$ cat config.mk
export PLATFORM = sky130hd
export DESIGN_NAME = synth_ctl_slave
export DESIGN_NICKNAME = d
export VERILOG_FILES = /design/src/rtl/synth_ctl_pkg.sv /design/src/rtl/i2c_link.sv /design/src/rtl/synth_regs.sv /design/src/rtl/synth_test_dec.sv /design/src/rtl/synth_ctl_slave.sv
export SDC_FILE = /design/constraint.sdc
export NUM_CORES = 1
export LEC_CHECK = 0
export ABC_AREA = 1
export ABC_CLOCK_PERIOD_IN_PS = 2300
export BUFFER_PORTS_ARGS = -buffer_cell sky130_fd_sc_hd__buf_2
export CAP_MARGIN = 10
export CORE_MARGIN = 5
export CORE_UTILIZATION = 51
export DETAILED_ROUTE_END_ITERATION = 7
export PLACE_DENSITY = 0.74
export SYNTH_ARGS = -nofsm -noshare
export SYNTH_HDL_FRONTEND = slang
export SYNTH_HIERARCHICAL = 1
export SYNTH_SLANG_ARGS = --single-unit
export TNS_END_PERCENT = 10
$ cat constraint.sdc
create_clock -name clk -period 2.3 [get_ports clk]
set_input_delay 0.115 -clock clk [delete_from_list [all_inputs] [get_ports clk]]
set_output_delay 0.115 -clock clk [all_outputs]
set_load 0.05 [all_outputs]
$ cat src/rtl/synth_ctl_pkg.sv
package synth_ctl_pkg;

   localparam int RATIO_W = 17;
   localparam int BYTE_W  = 8;

   typedef struct packed {
      logic [RATIO_W-1:0] ratio;
      logic               pe;
      logic [3:0]         ref_code;
   } freq_grp_t;

   typedef struct packed {
      logic [1:0] cp_cur;
      logic       re;
      logic       rts;
      logic [3:0] port;
      logic [2:0] tsel;
   } ctl_grp_t;

   typedef enum logic [2:0] {
      LK_IDLE, LK_ADDR, LK_ACK, LK_WDATA, LK_RDATA, LK_RACK, LK_SKIP
   } link_st_t;

   typedef enum logic [1:0] {
      CP_NORMAL = 2'b00, CP_SINK = 2'b01, CP_SOURCE = 2'b10, CP_OFF = 2'b11
   } cp_mode_t;

   typedef enum logic [1:0] {
      PEND_NONE, PEND_FREQ, PEND_CTRL
   } pend_t;

   localparam freq_grp_t FREQ_RST = '0;
   localparam ctl_grp_t  CTL_RST  = '{cp_cur: 2'b00, re: 1'b1, rts: 1'b1,
                                      port: 4'b0000, tsel: 3'b000};

endpackage

$ cat src/rtl/i2c_link.sv
module i2c_link
   import synth_ctl_pkg::*;
#(
   parameter int         SYNC_STAGES = 2,
   parameter logic [4:0] ADDR_HI     = 5'b11000
) (
   input  logic              clk,
   input  logic              rst_n,
   input  logic              scl_i,
   input  logic              sda_i,
   input  logic [1:0]        dev_sel_i,
   input  logic [BYTE_W-1:0] status_i,
   output logic              txn_start_o,
   output logic              byte_vld_o,
   output logic [BYTE_W-1:0] byte_o,
   output logic              stop_o,
   output logic              rd_stop_o,
   output logic              sda_pull_o
);

   localparam int CNT_W = $clog2(BYTE_W + 1);
   localparam logic [CNT_W-1:0] LAST_BIT = CNT_W'(BYTE_W);
   localparam logic [CNT_W-1:0] LAST_TX  = CNT_W'(BYTE_W - 1);

   logic [1:0] ln_s;

   generate
      if (SYNC_STAGES == 0) begin : g_nosync
         assign ln_s = {scl_i, sda_i};
      end else begin : g_sync
         logic [1:0] chain [SYNC_STAGES];
         always_ff @(posedge clk or negedge rst_n) begin
            if (!rst_n) begin
               for (int i = 0; i < SYNC_STAGES; i++) chain[i] <= 2'b11;
            end else begin
               chain[0] <= {scl_i, sda_i};
               for (int i = 1; i < SYNC_STAGES; i++) chain[i] <= chain[i-1];
            end
         end
         assign ln_s = chain[SYNC_STAGES-1];
      end
   endgenerate

   logic [1:0] ln_q;
   always_ff @(posedge clk or negedge rst_n) begin
      if (!rst_n) ln_q <= 2'b11;
      else        ln_q <= ln_s;
   end

   logic scl, sda, scl_rise, scl_fall, start_det, stop_det;
   assign scl       = ln_s[1];
   assign sda       = ln_s[0];
   assign scl_rise  = scl & ~ln_q[1];
   assign scl_fall  = ~scl & ln_q[1];
   assign start_det = scl & ln_q[1] & ln_q[0] & ~sda;
   assign stop_det  = scl & ln_q[1] & ~ln_q[0] & sda;

   link_st_t          st;
   logic [CNT_W-1:0]  cnt;
   logic [BYTE_W-1:0] sh, tx;
   logic              rw, mack, rd_txn, pull;

   always_ff @(posedge clk or negedge rst_n) begin
      if (!rst_n) begin
         st <= LK_IDLE; cnt <= '0; sh <= '0; tx <= '0;
         rw <= 1'b0; mack <= 1'b0; rd_txn <= 1'b0; pull <= 1'b0;
         txn_start_o <= 1'b0; byte_vld_o <= 1'b0; byte_o <= '0;
         stop_o <= 1'b0; rd_stop_o <= 1'b0;
      end else begin
         txn_start_o <= 1'b0;
         byte_vld_o  <= 1'b0;
         stop_o      <= 1'b0;
         rd_stop_o   <= 1'b0;
         if (start_det) begin
            st <= LK_ADDR; cnt <= '0; pull <= 1'b0;
            rd_txn <= 1'b0; txn_start_o <= 1'b1;
         end else if (stop_det) begin
            st <= LK_IDLE; pull <= 1'b0; stop_o <= 1'b1;
            rd_stop_o <= rd_txn; rd_txn <= 1'b0;
         end else begin
            case (st)
               LK_ADDR, LK_WDATA: begin
                  if (scl_rise && cnt < LAST_BIT) begin
                     sh  <= {sh[BYTE_W-2:0], sda};
                     cnt <= cnt + 1'b1;
                  end else if (scl_fall && cnt == LAST_BIT) begin
                     if (st == LK_ADDR) begin
                        if (sh[BYTE_W-1:1] == {ADDR_HI, dev_sel_i}) begin
                           st <= LK_ACK; pull <= 1'b1;
                           rw <= sh[0]; rd_txn <= sh[0];
                        end else begin
                           st <= LK_SKIP;
                        end
                     end else begin
                        st <= LK_ACK; pull <= 1'b1;
                        byte_vld_o <= 1'b1; byte_o <= sh;
                     end
                  end
               end
               LK_ACK: begin
                  if (scl_fall) begin
                     cnt <= '0;
                     if (rw) begin
                        tx <= status_i; pull <= ~status_i[BYTE_W-1];
                        st <= LK_RDATA;
                     end else begin
                        pull <= 1'b0; st <= LK_WDATA;
                     end
                  end
               end
               LK_RDATA: begin
                  if (scl_fall) begin
                     if (cnt == LAST_TX) begin
                        pull <= 1'b0; st <= LK_RACK;
                     end else begin
                        cnt  <= cnt + 1'b1;
                        tx   <= {tx[BYTE_W-2:0], 1'b0};
                        pull <= ~tx[BYTE_W-2];
                     end
                  end
               end
               LK_RACK: begin
                  if (scl_rise) begin
                     mack <= ~sda;
                  end else if (scl_fall) begin
                     if (mack) begin
                        tx <= status_i; pull <= ~status_i[BYTE_W-1];
                        cnt <= '0; st <= LK_RDATA;
                     end else begin
                        st <= LK_SKIP;
                     end
                  end
               end
               default: ;
            endcase
         end
      end
   end

   assign sda_pull_o = pull;


   skip_release_chk: assert property (@(posedge clk) disable iff (!rst_n)
      (st == LK_SKIP) |-> !sda_pull_o);


   addr_miss_chk: assert property (@(posedge clk) disable iff (!rst_n)
      (st == LK_ADDR && scl_fall && cnt == LAST_BIT &&
       sh[BYTE_W-1:1] != {ADDR_HI, dev_sel_i}) |=> !sda_pull_o);


   rack_release_chk: assert property (@(posedge clk) disable iff (!rst_n)
      (st == LK_RACK) |-> !sda_pull_o);

endmodule

$ cat src/rtl/synth_regs.sv
module synth_regs
   import synth_ctl_pkg::*;
(
   input  logic              clk,
   input  logic              rst_n,
   input  logic              txn_start_i,
   input  logic              byte_vld_i,
   input  logic [BYTE_W-1:0] byte_i,
   input  logic              stop_i,
   input  logic              rd_stop_i,
   input  logic              por_evt_i,
   output freq_grp_t         act_f_o,
   output ctl_grp_t          act_c_o,
   output logic              por_o
);

   freq_grp_t sh_f, sh_n;
   pend_t     pend;
   logic      got_fa, got_fb, got_ca;
   logic      k_fa, k_fb, k_ca, k_cb;
   logic      fa_n, fb_n, ca_n, commit_f, test_req;

   always_comb begin
      k_fb = byte_vld_i && (pend == PEND_FREQ);
      k_cb = byte_vld_i && (pend == PEND_CTRL);
      k_fa = byte_vld_i && (pend == PEND_NONE) && !byte_i[BYTE_W-1];
      k_ca = byte_vld_i && (pend == PEND_NONE) &&  byte_i[BYTE_W-1];
      sh_n = sh_f;
      if (k_fa) sh_n.ratio[14:8] = byte_i[6:0];
      if (k_fb) sh_n.ratio[7:0]  = byte_i;
      if (k_ca) begin
         sh_n.ratio[RATIO_W-1:15] = byte_i[6:5];
         sh_n.pe                  = byte_i[4];
         sh_n.ref_code            = byte_i[3:0];
      end
      fa_n     = got_fa | k_fa;
      fb_n     = got_fb | k_fb;
      ca_n     = got_ca | k_ca;
      commit_f = (byte_vld_i && fa_n && fb_n && ca_n) ||
                 (stop_i && (got_fa || got_fb || got_ca));
      test_req = ~byte_i[5] & byte_i[4];
   end

   always_ff @(posedge clk or negedge rst_n) begin
      if (!rst_n) begin
         sh_f <= FREQ_RST; act_f_o <= FREQ_RST; act_c_o <= CTL_RST;
         pend <= PEND_NONE; got_fa <= 1'b0; got_fb <= 1'b0; got_ca <= 1'b0;
         por_o <= 1'b1;
      end else if (por_evt_i) begin
         sh_f <= FREQ_RST; act_f_o <= FREQ_RST; act_c_o <= CTL_RST;
         pend <= PEND_NONE; got_fa <= 1'b0; got_fb <= 1'b0; got_ca <= 1'b0;
         por_o <= 1'b1;
      end else begin
         sh_f <= sh_n;
         if (commit_f) begin
            act_f_o <= sh_n;
            got_fa <= 1'b0; got_fb <= 1'b0; got_ca <= 1'b0;
         end else begin
            got_fa <= fa_n; got_fb <= fb_n; got_ca <= ca_n;
         end
         if (k_cb) begin
            act_c_o.cp_cur  <= byte_i[7:6];
            act_c_o.re      <= byte_i[5];
            act_c_o.rts     <= byte_i[4];
            act_c_o.port[3] <= byte_i[3];
            if (test_req) begin
               act_c_o.tsel <= byte_i[2:0];
            end else begin
               act_c_o.port[2:0] <= byte_i[2:0];
               act_c_o.tsel      <= 3'b000;
            end
         end
         if (txn_start_i)      pend <= PEND_NONE;
         else if (k_fa)        pend <= PEND_FREQ;
         else if (k_ca)        pend <= PEND_CTRL;
         else if (k_fb || k_cb) pend <= PEND_NONE;
         if (rd_stop_i) por_o <= 1'b0;
      end
   end


   freq_hold_chk: assert property (@(posedge clk) disable iff (!rst_n)
      (!byte_vld_i && !stop_i && !por_evt_i) |=> $stable(act_f_o));


   test_port_hold_chk: assert property (@(posedge clk) disable iff (!rst_n)
      (k_cb && test_req && !por_evt_i) |=> (act_c_o.port[2:0] == $past(act_c_o.port[2:0])));


   por_clear_chk: assert property (@(posedge clk) disable iff (!rst_n)
      por_evt_i |=> (por_o && act_f_o == FREQ_RST && act_c_o == CTL_RST));

endmodule

$ cat src/rtl/synth_test_dec.sv
module synth_test_dec
   import synth_ctl_pkg::*;
(
   input  logic       clk,
   input  logic       rst_n,
   input  logic       re_i,
   input  logic       rts_i,
   input  logic [2:0] tsel_i,
   input  logic       lock_i,
   output cp_mode_t   cp_mode_o,
   output logic       p0_div_o,
   output logic       drive_off_o,
   output logic [1:0] refout_sel_o,
   output logic       fl_o
);

   logic test_on, fl_force, fl_val;
   assign test_on = ~re_i & rts_i;

   always_comb begin
      cp_mode_o   = CP_NORMAL;
      p0_div_o    = 1'b0;
      drive_off_o = 1'b0;
      fl_force    = 1'b0;
      fl_val      = 1'b0;
      if (test_on) begin
         case (tsel_i)
            3'b010: begin cp_mode_o = CP_SINK;   fl_force = 1'b1; fl_val = 1'b1; end
            3'b011: begin cp_mode_o = CP_SOURCE; fl_force = 1'b1; end
            3'b100: begin cp_mode_o = CP_OFF;    fl_force = 1'b1; end
            3'b101: p0_div_o    = 1'b1;
            3'b110: drive_off_o = 1'b1;
            default: ;
         endcase
      end
      refout_sel_o = re_i ? (rts_i ? 2'b10 : 2'b01) : 2'b00;
      fl_o         = fl_force ? fl_val : lock_i;
   end


   normal_mode_chk: assert property (@(posedge clk) disable iff (!rst_n)
      (re_i || !rts_i) |-> (cp_mode_o == CP_NORMAL && !p0_div_o && !drive_off_o && fl_o == lock_i));

endmodule

$ cat src/rtl/synth_ctl_slave.sv
module synth_ctl_slave
   import synth_ctl_pkg::*;
#(
   parameter int         SYNC_STAGES = 2,
   parameter logic [4:0] ADDR_HI     = 5'b11000
) (
   input  logic               clk,
   input  logic               rst_n,
   input  logic               scl_i,
   input  logic               sda_i,
   input  logic [1:0]         addr_sel_i,
   input  logic               por_evt_i,
   input  logic               lock_i,
   input  logic [2:0]         adc_code_i,
   output logic [RATIO_W-1:0] ratio_o,
   output logic               presc_en_o,
   output logic [3:0]         ref_code_o,
   output logic [1:0]         cp_cur_o,
   output logic [1:0]         refout_sel_o,
   output logic [3:0]         port_o,
   output logic               port_hiz_o,
   output logic [2:0]         test_sel_o,
   output logic [1:0]         cp_mode_o,
   output logic               p0_div_o,
   output logic               drive_off_o,
   output logic               sda_pull_o
);

   generate
      if (SYNC_STAGES < 0 || SYNC_STAGES > 4) begin : g_bad_sync
         $error("SYNC_STAGES must lie in 0..4");
      end
   endgenerate

   logic              txn_start, byte_vld, stop_evt, rd_stop, por_flag, fl;
   logic [BYTE_W-1:0] rx_byte, status;
   freq_grp_t         act_f;
   ctl_grp_t          act_c;
   cp_mode_t          cp_mode;

   assign status = {por_flag, fl, 3'b000, adc_code_i};

   i2c_link #(.SYNC_STAGES(SYNC_STAGES), .ADDR_HI(ADDR_HI)) u_link (
      .clk(clk), .rst_n(rst_n), .scl_i(scl_i), .sda_i(sda_i),
      .dev_sel_i(addr_sel_i), .status_i(status),
      .txn_start_o(txn_start), .byte_vld_o(byte_vld), .byte_o(rx_byte),
      .stop_o(stop_evt), .rd_stop_o(rd_stop), .sda_pull_o(sda_pull_o)
   );

   synth_regs u_regs (
      .clk(clk), .rst_n(rst_n), .txn_start_i(txn_start),
      .byte_vld_i(byte_vld), .byte_i(rx_byte), .stop_i(stop_evt),
      .rd_stop_i(rd_stop), .por_evt_i(por_evt_i),
      .act_f_o(act_f), .act_c_o(act_c), .por_o(por_flag)
   );

   synth_test_dec u_dec (
      .clk(clk), .rst_n(rst_n), .re_i(act_c.re), .rts_i(act_c.rts),
      .tsel_i(act_c.tsel), .lock_i(lock_i),
      .cp_mode_o(cp_mode), .p0_div_o(p0_div_o), .drive_off_o(drive_off_o),
      .refout_sel_o(refout_sel_o), .fl_o(fl)
   );

   assign ratio_o    = act_f.ratio;
   assign presc_en_o = act_f.pe;
   assign ref_code_o = act_f.ref_code;
   assign cp_cur_o   = act_c.cp_cur;
   assign port_o     = act_c.port;
   assign test_sel_o = act_c.tsel;
   assign port_hiz_o = por_flag;
   assign cp_mode_o  = cp_mode;

endmodule

==> impl_metrics.tcl, run 1 <==
set metrics [dict create \
    outcome "finished, final reports clean" \
    swShare_pct 34.0 \
    fin_skew_ns 0.0180 \
    post-dp-hpwl_mm 7.22 \
    netlist_area_um2 4730 \
    drc 0 \
    via_count 3852 \
    path_buf_inv 0 \
    ys_types 34 \
    clkTransAtPathRegs_ns 0.10 \
    drv_cap 0 \
    syn_area_per_cell_um2 8.57 \
    critPathLaunchType "flop" \
    p_clk_share_pct 24.7 \
    cts_resized 0 \
    dp_cells 705 \
    fin_crit_ns 2.01 \
    dp_slack_ns 0.294 \
    crit_cells 7 \
    r2r-start "u_regs/pend[1]" \
    numPortBuffers 49 \
    synth-seq-cells 105 \
    crit_start "u_regs/pend[1]" \
    first_global_vias 3771 \
    required_ns 2.60 \
    die_area_um2 11300 \
    cts_setup_buffers 0 \
    drtPass1Iterations 5 \
    via_per_inst 5.31 \
    period_share_pct 87.3 \
    clk_latency_ns 0.36 \
    clock_sinks 105 \
    instances_no_fill 725 \
    n_fill_cell 806 \
    tightest_slew_ns 0.666 \
    grt_setup_unrepaired "no" \
    fin_nets 622 \
    fin_ws_ns 0.292 \
    syn_inst 552 \
    endpoint_kind "flop" \
    antenna_cells 0 \
    cts_max_level 3 \
    die_h_um 106 \
    cp_top_family "simple AND/OR/NAND/NOR gates" \
    ys_seq_area_share_pct 55.8 \
    p_leak_nw 2.77 \
    fmax_mhz 498 \
    synth_edf_count 0 \
    die-width_um 106 \
    grt-ovfl-total 0 \
    wirelength_mm 10.2 \
    worstPathArrival_ns 2.31 \
    crit_path_end "u_regs/act_f_o[14]" \
    drive_above_1_share_pct 17.1 \
    rrSetupSlack_ns 0.29 \
    powerDensity_nw_per_um2 795 \
    cts_hold_buffers 4 \
    ios 50 \
    combinationalPowerShare_pct 23.8 \
    multi_input_area_um2 1770 \
    clk_path_buf_depth 2 \
    yosysWarningCount 6 \
    vdd_ir_drop_max_mv 0.542 \
    wire_per_inst_um 14.0 \
    ff2ff_path_depth 7 \
    setup_viol 0 \
    seq_power_share_pct 51.4 \
    tritoncts "done" \
    num_rows 35 \
    ff_latch_area_um2 2640 \
    gp_congestion 0.856 \
    grt_max_degree 55 \
    antenna_found_initial 0 \
    grtUsageTotal_pct 19.2 \
    synth_ff_type "dfrtp_1" \
    area_delta_synth_final_pct 12.3 \
    path_cells "nor2_4 -> nand3_4 -> nand2_2 -> nand3_4 -> nand2_4 -> nand2_1 -> nand2_1" \
    crit_type "flop to flop" \
    maxSlewViolCount 0 \
    initial_core_util_pct 51.7 \
    hold_class "input port to flop" \
    rr_endpoint "u_regs/act_f_o[14]" \
    fin_setup_tns_ns 0 \
    max_stage_delay_ns 0.45 \
    drtAntennaViolNets 0 \
    switchingPower_w 0.00144 \
    clockRootBuffer "clkbuf_8" \
    cts-buffers-inserted 9 \
    async_flop_share_pct 100 \
    grt_first_pass_wirelength_mm 17.7 \
    hold_viol 0 \
    relSlewSlack_pct 55.6 \
    slowest_stage "dfrtp_1" \
    cellInternalPower_w 0.00278 \
    drtIter0Drc 241 \
    crit_fanout 25 \
    coreArea_um2 9150 \
]
-- sequential cells by signal, summed over array words and instances, names as in the netlist, 2 cells and up --
register             count
u_regs/act_f_o          22
u_regs/sh_f             22
u_regs/act_c_o          11
u_link/byte_o            8
u_link/sh                8
u_link/tx                7
u_link/cnt               4
u_link/st                3
u_link/g_sync.chain      2
u_link/ln_q              2
u_link/ln_s              2
u_regs/pend              2
-- Yosys cell counts, types with 3 or more instances --
master      n  area [µm²]
a21oi_1    21         105
buf_2       6        30.0
clkbuf_1    6        22.5
dfrtp_1    96        2400
dfstp_2     9         236
inv_1      56         210
inv_2       5        18.8
nand2_1   156         586
nand2_2     4        25.0
nand3_1    50         250
nand3_4     3        52.6
nand4_1    20         125
nor2_1     38         143
nor2_4      3        33.8
o21ai_0    48         240
o21ai_1     5        25.0
-- how the worst min path moves through the flow --
| stage | start | endpoint | slack [ns] | depth (start not counted) |
|---|---|---|---|---|
| 2_1_floorplan | rst_n | u_link/byte_o[0] | -0.18 | 0 |
| 3_3_place_gp | rst_n | u_regs/act_c_o[4] | 0.19 | 1 |
| 3_5_place_dp | rst_n | u_regs/act_c_o[3] | 0.20 | 1 |
| 4_1_cts | adc_code_i[2] | u_link/tx[2] | 0.06 | 5 |
| 5_1_grt | adc_code_i[1] | u_link/tx[1] | 0.08 | 5 |
| 6_report | adc_code_i[1] | u_link/tx[1] | 0.07 | 5 |
-- power groups by stage --
stage                     sequential, W  combinational (W)  clock [W]
after global placement          0.00220           0.000954          0
final                           0.00217            0.00101    0.00104
after detailed placement        0.00221           0.000987          0
after global routing            0.00220            0.00116    0.00116
after floorplan                 0.00221           0.000737          0
after CTS                       0.00217            0.00101    0.00108
-- cell families (layout without fill, tap and decap cells) --
logic type,Yosys count,count (layout),synth area share (%)
adder cells (fa/ha/maj),2,2,0.529
AO/OA/AOI/OAI,77,77,8.39
buffers and inverters,80,140,6.98
flip-flops,105,105,55.8
XOR/XNOR,2,2,0.370
AND/OR/NAND/NOR,285,285,27.9
other,1,3,0.0793
-- cell type report --
class                           instances  share of cell area [%]
Sequential cell                       105                    49.7
Multi-Input combinational cell        369                    33.3
Timing Repair Buffer                   61                    6.55
Inverter                               63                    4.45
Clock buffer                           11                    2.66
Tap cell                              111                    2.61
Clock inverter                          5                   0.754
-- worst min-delay path, cell delays in order --
cell and delay, ns:
buf_2 0.07, nand2_1 0.04, o21ai_0 0.06, nand2_1 0.05, o21ai_0 0.06
-- cell usage in the layout (no fill, tap or decap), types with 9 or more instances in the layout --
master	instances
dfstp_2	9
buf_4	9
buf_2	48
dfrtp_1	96
nand4_1	20
inv_1	56
nand3_1	50
nor2_1	38
o21ai_0	48
nand2_1	156
a21oi_1	21
clkbuf_8	10
-- per-layer routing --
metal  vias up  track usage [%]  part of all wire [%]
met5         -                0                     0
met4         0             6.01                   1.3
met3        15             3.76                   3.8
met2        98             32.4                    50
met1      1850             25.1                    45
li1       1889                -                     -
-- metrics by stage --
step	utilization (%)	power [W]	hold slack (ns)	instance area (µm²)
floorplan	-	0.00295	-0.181	4740
global placement	55.6	0.00315	0.193	5090
detailed placement	55.6	0.00319	0.196	5090
CTS	58.0	0.00426	0.0613	5310
global route	58.0	0.00452	0.0763	5310
finish	58.0	0.00422	0.0724	5310
No activity file was read; power rests on OpenSTA's default activity.
==> run 2: changes to the inputs <==
CTS_BUF_LIST = sky130_fd_sc_hd__clkbuf_4 sky130_fd_sc_hd__clkbuf_8   (was unset)
TNS_END_PERCENT = unset   (was 10)
==> impl_metrics.tcl, run 2 (synthesized netlist as in run 1, its figures left out) <==
set metrics [dict create \
    die_h_um 106 \
    finalPower_w 0.00423 \
    wire_per_inst_um 14.1 \
    grtUsageTotal_pct 19.2 \
    cts_resized 0 \
    die-width_um 106 \
    required_ns 2.60 \
    p_leak_nw 2.77 \
    crit_fanout 25 \
    clkTransAtPathRegs_ns 0.10 \
    cts-buffers-inserted 9 \
    antenna_cells 0 \
    via_count 3842 \
    drv_cap 0 \
    hold_class "input port to flop" \
    drtAntennaViolNets 0 \
    final_common_cell "nand2_1" \
    worstPathArrival_ns 2.32 \
    clockRootBuffer "clkbuf_8" \
    grt_max_degree 55 \
    rrSetupSlack_ns 0.28 \
    fmax_mhz 496 \
    instances_no_fill 725 \
    clk_path_buf_depth 2 \
    fin_skew_ns 0.0176 \
    hold_viol 0 \
    crit_type "flop to flop" \
    dp_cells 705 \
    wirelength_mm 10.2 \
    powerDensity_nw_per_um2 797 \
    ios 50 \
    die_area_um2 11300 \
    drtIter0Drc 260 \
    gp_congestion 0.856 \
    num_rows 35 \
    vdd_ir_drop_max_mv 0.542 \
    reg_top3 "u_regs/act_f_o: 22 flops, u_regs/sh_f: 22 flops, u_regs/act_c_o: 11 flops" \
    coreArea_um2 9150 \
    tritoncts "done" \
    cts_setup_buffers 0 \
    cts_max_level 3 \
    grt_first_pass_wirelength_mm 17.7 \
    max_stage_delay_ns 0.45 \
    drc 0 \
    fin_nets 622 \
    setup_viol 0 \
    antenna_found_initial 0 \
    critPathLaunchType "flop" \
    fin_crit_ns 2.02 \
    cts_hold_buffers 4 \
    relSlewSlack_pct 55.5 \
    area_delta_synth_final_pct 12.4 \
    first_global_vias 3768 \
    post-dp-hpwl_mm 7.22 \
    fin_setup_tns_ns 0 \
    via_per_inst 5.30 \
    clock_sinks 105 \
    drive_above_1_share_pct 17.3 \
    endpoint_kind "flop" \
    slowest_stage "dfrtp_1" \
    path_cells "nor2_4 -> nand3_4 -> nand2_2 -> nand3_4 -> nand2_4 -> nand2_1 -> nand2_1" \
    grt-ovfl-total 0 \
    n_fill_cell 805 \
    maxSlewViolCount 0 \
    clk_latency_ns 0.36 \
    outcome "finished, final reports clean" \
    period_share_pct 87.7 \
    mostFrequentLayoutCells "nand2_1 (156), dfrtp_1 (96), inv_1 (56)" \
    grt_setup_unrepaired "no" \
    initial_core_util_pct 51.7 \
    tightest_slew_ns 0.667 \
    numPortBuffers 49 \
    drtPass1Iterations 5 \
]
run 2: changes by cell type in the layout (fill, tap and decap cells not counted):
cell,previous run,this run
clkbuf_1,1,0
clkbuf_4,0,1
run 2: layout make-up:
cell class | count | area (µm²) | area share [%]
clock inverters | 5 | 40.0 | 0.753
inverters | 63 | 236 | 4.45
flip-flops and latches | 105 | 2640 | 49.6
well taps | 111 | 139 | 2.61
clock buffers | 11 | 145 | 2.73
repair buffers | 61 | 348 | 6.54
multi-input cells | 369 | 1770 | 33.3
run 2: per-layer routing:
metal	part of all wire [%]	up-vias	routed length, µm	global-route usage (%)
met2	50	94	5130	32.4
met3	4.1	14	418	3.76
met5	0	-	0	0
met4	1.2	0	126	6.01
met1	44	1839	4530	25.0
li1	-	1895	-	-
run 2: per-stage QoR:
stage / util, % / area (µm²) / worst slack, ns / hold slack, ns
2_1_floorplan: - / 4740 / 0.633 / -0.181
3_3_place_gp: 55.6 / 5090 / 0.435 / 0.193
3_5_place_dp: 55.6 / 5090 / 0.294 / 0.196
4_1_cts: 58.1 / 5320 / 0.274 / 0.0613
5_1_grt: 58.1 / 5320 / 0.0912 / 0.0763
6_report: 58.1 / 5320 / 0.282 / 0.0720
run 2: critical path: cells and delay by family, from the launching register on:
kind / cells / cell delay (ns)
flops: 1 / 0.45
simple gates: 7 / 1.51
run 2: path summary, 6_finish.rpt:
path,cells past startpoint,to,from
worst max-delay path,7,u_regs/act_f_o[14],u_regs/pend[1]
worst min-delay path,5,u_link/tx[1],adc_code_i[1]
worst max register to register,7,u_regs/act_f_o[14],u_regs/pend[1]
worst min register to register,0,u_link/ln_s[0],u_link/g_sync.chain[2]
max in group asynchronous,3,u_regs/por_o,rst_n
min in group asynchronous,2,u_regs/act_c_o[4],rst_n
run 2: report_power, final:
group          internal, W  switching [W]
Clock             0.000443       0.000613
Combinational     0.000316       0.000691
Sequential         0.00204       0.000133
==> run 3: changes to the inputs <==
--- a/config.mk
+++ b/config.mk
@@ -8,3 +8,3 @@
 export ABC_AREA = 1
-export ABC_CLOCK_PERIOD_IN_PS = 2300
+export ABC_CLOCK_PERIOD_IN_PS = 2400
 export BUFFER_PORTS_ARGS = -buffer_cell sky130_fd_sc_hd__buf_2
@@ -15,2 +15,3 @@
 export DETAILED_ROUTE_END_ITERATION = 7
+export HOLD_SLACK_MARGIN = 0.15
 export PLACE_DENSITY = 0.74
==> constraint.sdc (replaced) <==
create_clock -name clk -period 2.4 [get_ports clk]
set_input_delay 0.24 -clock clk [delete_from_list [all_inputs] [get_ports clk]]
set_output_delay 0.24 -clock clk [all_outputs]
set_load 0.05 [all_outputs]
==> impl_metrics.tcl, run 3 (synthesized netlist as in run 1, its figures left out) <==
set metrics [dict create \
    antenna_cells 0 \
    relSlewSlack_pct 56.8 \
    cts_resized 0 \
    wire_per_inst_um 13.5 \
    wirelength_mm 9.75 \
    post-dp-hpwl_mm 7.07 \
    via_count 3727 \
    grtUsageMet1_pct 25.1 \
    fin_nets 619 \
    rrSetupSlack_ns 0.30 \
    slowest_stage "dfrtp_1" \
    critPathLaunchType "flop" \
    outcome "finished, final reports clean" \
    r2r-start "u_link/byte_o[7]" \
    drtAntennaViolNets 0 \
    drc 0 \
    grt-ovfl-total 0 \
    maxSlewViolCount 0 \
    initial_core_util_pct 51.7 \
    mostFrequentLayoutCells "nand2_1 (156), dfrtp_1 (96), inv_1 (56)" \
    gp_congestion 0.850 \
    clock_sinks 105 \
    die_area_um2 11300 \
    worstPathArrival_ns 2.36 \
    powerDensity_nw_per_um2 765 \
    fin_skew_ns 0.0109 \
    first_global_vias 3559 \
    die-width_um 106 \
    drtIter0Drc 168 \
    clk_latency_ns 0.38 \
    path_cells "clkinv_1 -> nand3_4 -> nand2_2 -> nand3_4 -> nand2_4 -> nand2_1 -> nand2_1" \
    grt_first_pass_wirelength_mm 16.9 \
    ff2ff_path_depth 7 \
    max_stage_delay_ns 0.61 \
    dp_cells 702 \
    crit_cells 7 \
    fin_ws_ns 0.304 \
    busiest_layer "met2" \
    hold_viol 0 \
    clockRootBuffer "clkbuf_8" \
    drive_above_1_share_pct 16.9 \
    vdd_ir_drop_max_mv 0.483 \
    endpoint_kind "flop" \
    reg_top3 "u_regs/act_f_o: 22 flops, u_regs/sh_f: 22 flops, u_regs/act_c_o: 11 flops" \
    period_share_pct 87.3 \
    crit_path_end "u_regs/act_f_o[9]" \
    grtUsageTotal_pct 18.6 \
    fin_setup_tns_ns 0 \
    gr-usage-met3_pct 3.28 \
    clk_path_buf_depth 2 \
    grt_setup_unrepaired "no" \
    path_buf_inv 1 \
    instances_no_fill 722 \
    area_delta_synth_final_pct 11.9 \
    ios 50 \
    cts-buffers-inserted 9 \
    crit_type "flop to flop" \
    clkTransAtPathRegs_ns 0.10 \
    numPortBuffers 49 \
    drtPass1Iterations 4 \
    cts_max_level 3 \
    p_leak_nw 2.76 \
    drv_cap 0 \
    fin_crit_ns 2.10 \
    grt_max_degree 51 \
    die_h_um 106 \
    dp_slack_ns 0.328 \
    fmax_mhz 477 \
    via_per_inst 5.16 \
    coreArea_um2 9150 \
    final_util_pct 57.8 \
    tritoncts "done" \
    antenna_found_initial 0 \
    required_ns 2.67 \
    crit_fanout 25 \
    cp_top_family "simple AND/OR/NAND/NOR gates" \
    crit_start "u_link/byte_o[7]" \
    rr_endpoint "u_regs/act_f_o[9]" \
    setup_viol 0 \
    hold_class "input port to flop" \
    final_common_cell "nand2_1" \
    tightest_slew_ns 0.647 \
    met2_usage_pct 30.0 \
    num_rows 35 \
]
## run 3: area by class of cell
| cell class | instances | area (µm²) |
|---|---|---|
| clock buffer | 9 | 124 |
| clock inverter | 7 | 61.3 |
| fill | 809 | 3860 |
| inverter | 63 | 236 |
| multi-input combinational | 369 | 1770 |
| sequential | 105 | 2640 |
| tap | 111 | 139 |
| timing repair buffer | 58 | 325 |
## run 3: worst min path at each step
stage | endpoint | cells after the start | start
after CTS | u_link/tx[1] | 5 | adc_code_i[1]
after detailed placement | u_regs/act_c_o[6] | 1 | rst_n
after global routing | u_link/tx[2] | 5 | adc_code_i[2]
after global placement | u_regs/act_c_o[6] | 1 | rst_n
final | u_link/tx[1] | 5 | adc_code_i[1]
after floorplan | u_link/byte_o[0] | 0 | rst_n
## run 3: worst register-to-register path: stages (launching register included)
cell	delay (ns)
dfrtp_1	0.61
clkinv_1	0.34
nand3_4	0.24
nand2_2	0.10
nand3_4	0.27
nand2_4	0.23
nand2_1	0.14
nand2_1	0.05
## run 3: stage by stage
step	area, µm²	hold WS (ns)	power (W)
after floorplan	4740	-0.0556	0.00283
after global placement	5070	0.291	0.00302
after detailed placement	5070	0.294	0.00306
after CTS	5290	0.175	0.00409
after global routing	5290	0.218	0.00434
final	5290	0.185	0.00405
## run 3: power breakdown
part | total (W) | internal (W) | leakage (nW) | switching (W)
sequential | 0.00208 | 0.00195 | 1.41 | 0.000128
clock | 0.00102 | 0.000395 | 0.0884 | 0.000624
combinational | 0.000951 | 0.000303 | 1.26 | 0.000648
total | 0.00405 | 0.00265 | 2.76 | 0.00140
## run 3: layer usage
metal | wire length (µm) | part of all wire (%)
met1 | 4420 | 45
met2 | 4750 | 49
met3 | 387 | 4.0
met4 | 196 | 2.0
met5 | 0 | 0
## run 3: what timing repair did
item | 4_1_cts | 5_1_grt
hold buffers | 4 | 0
setup buffers | 0 | 0
hold endpoints to repair | 42 | 0
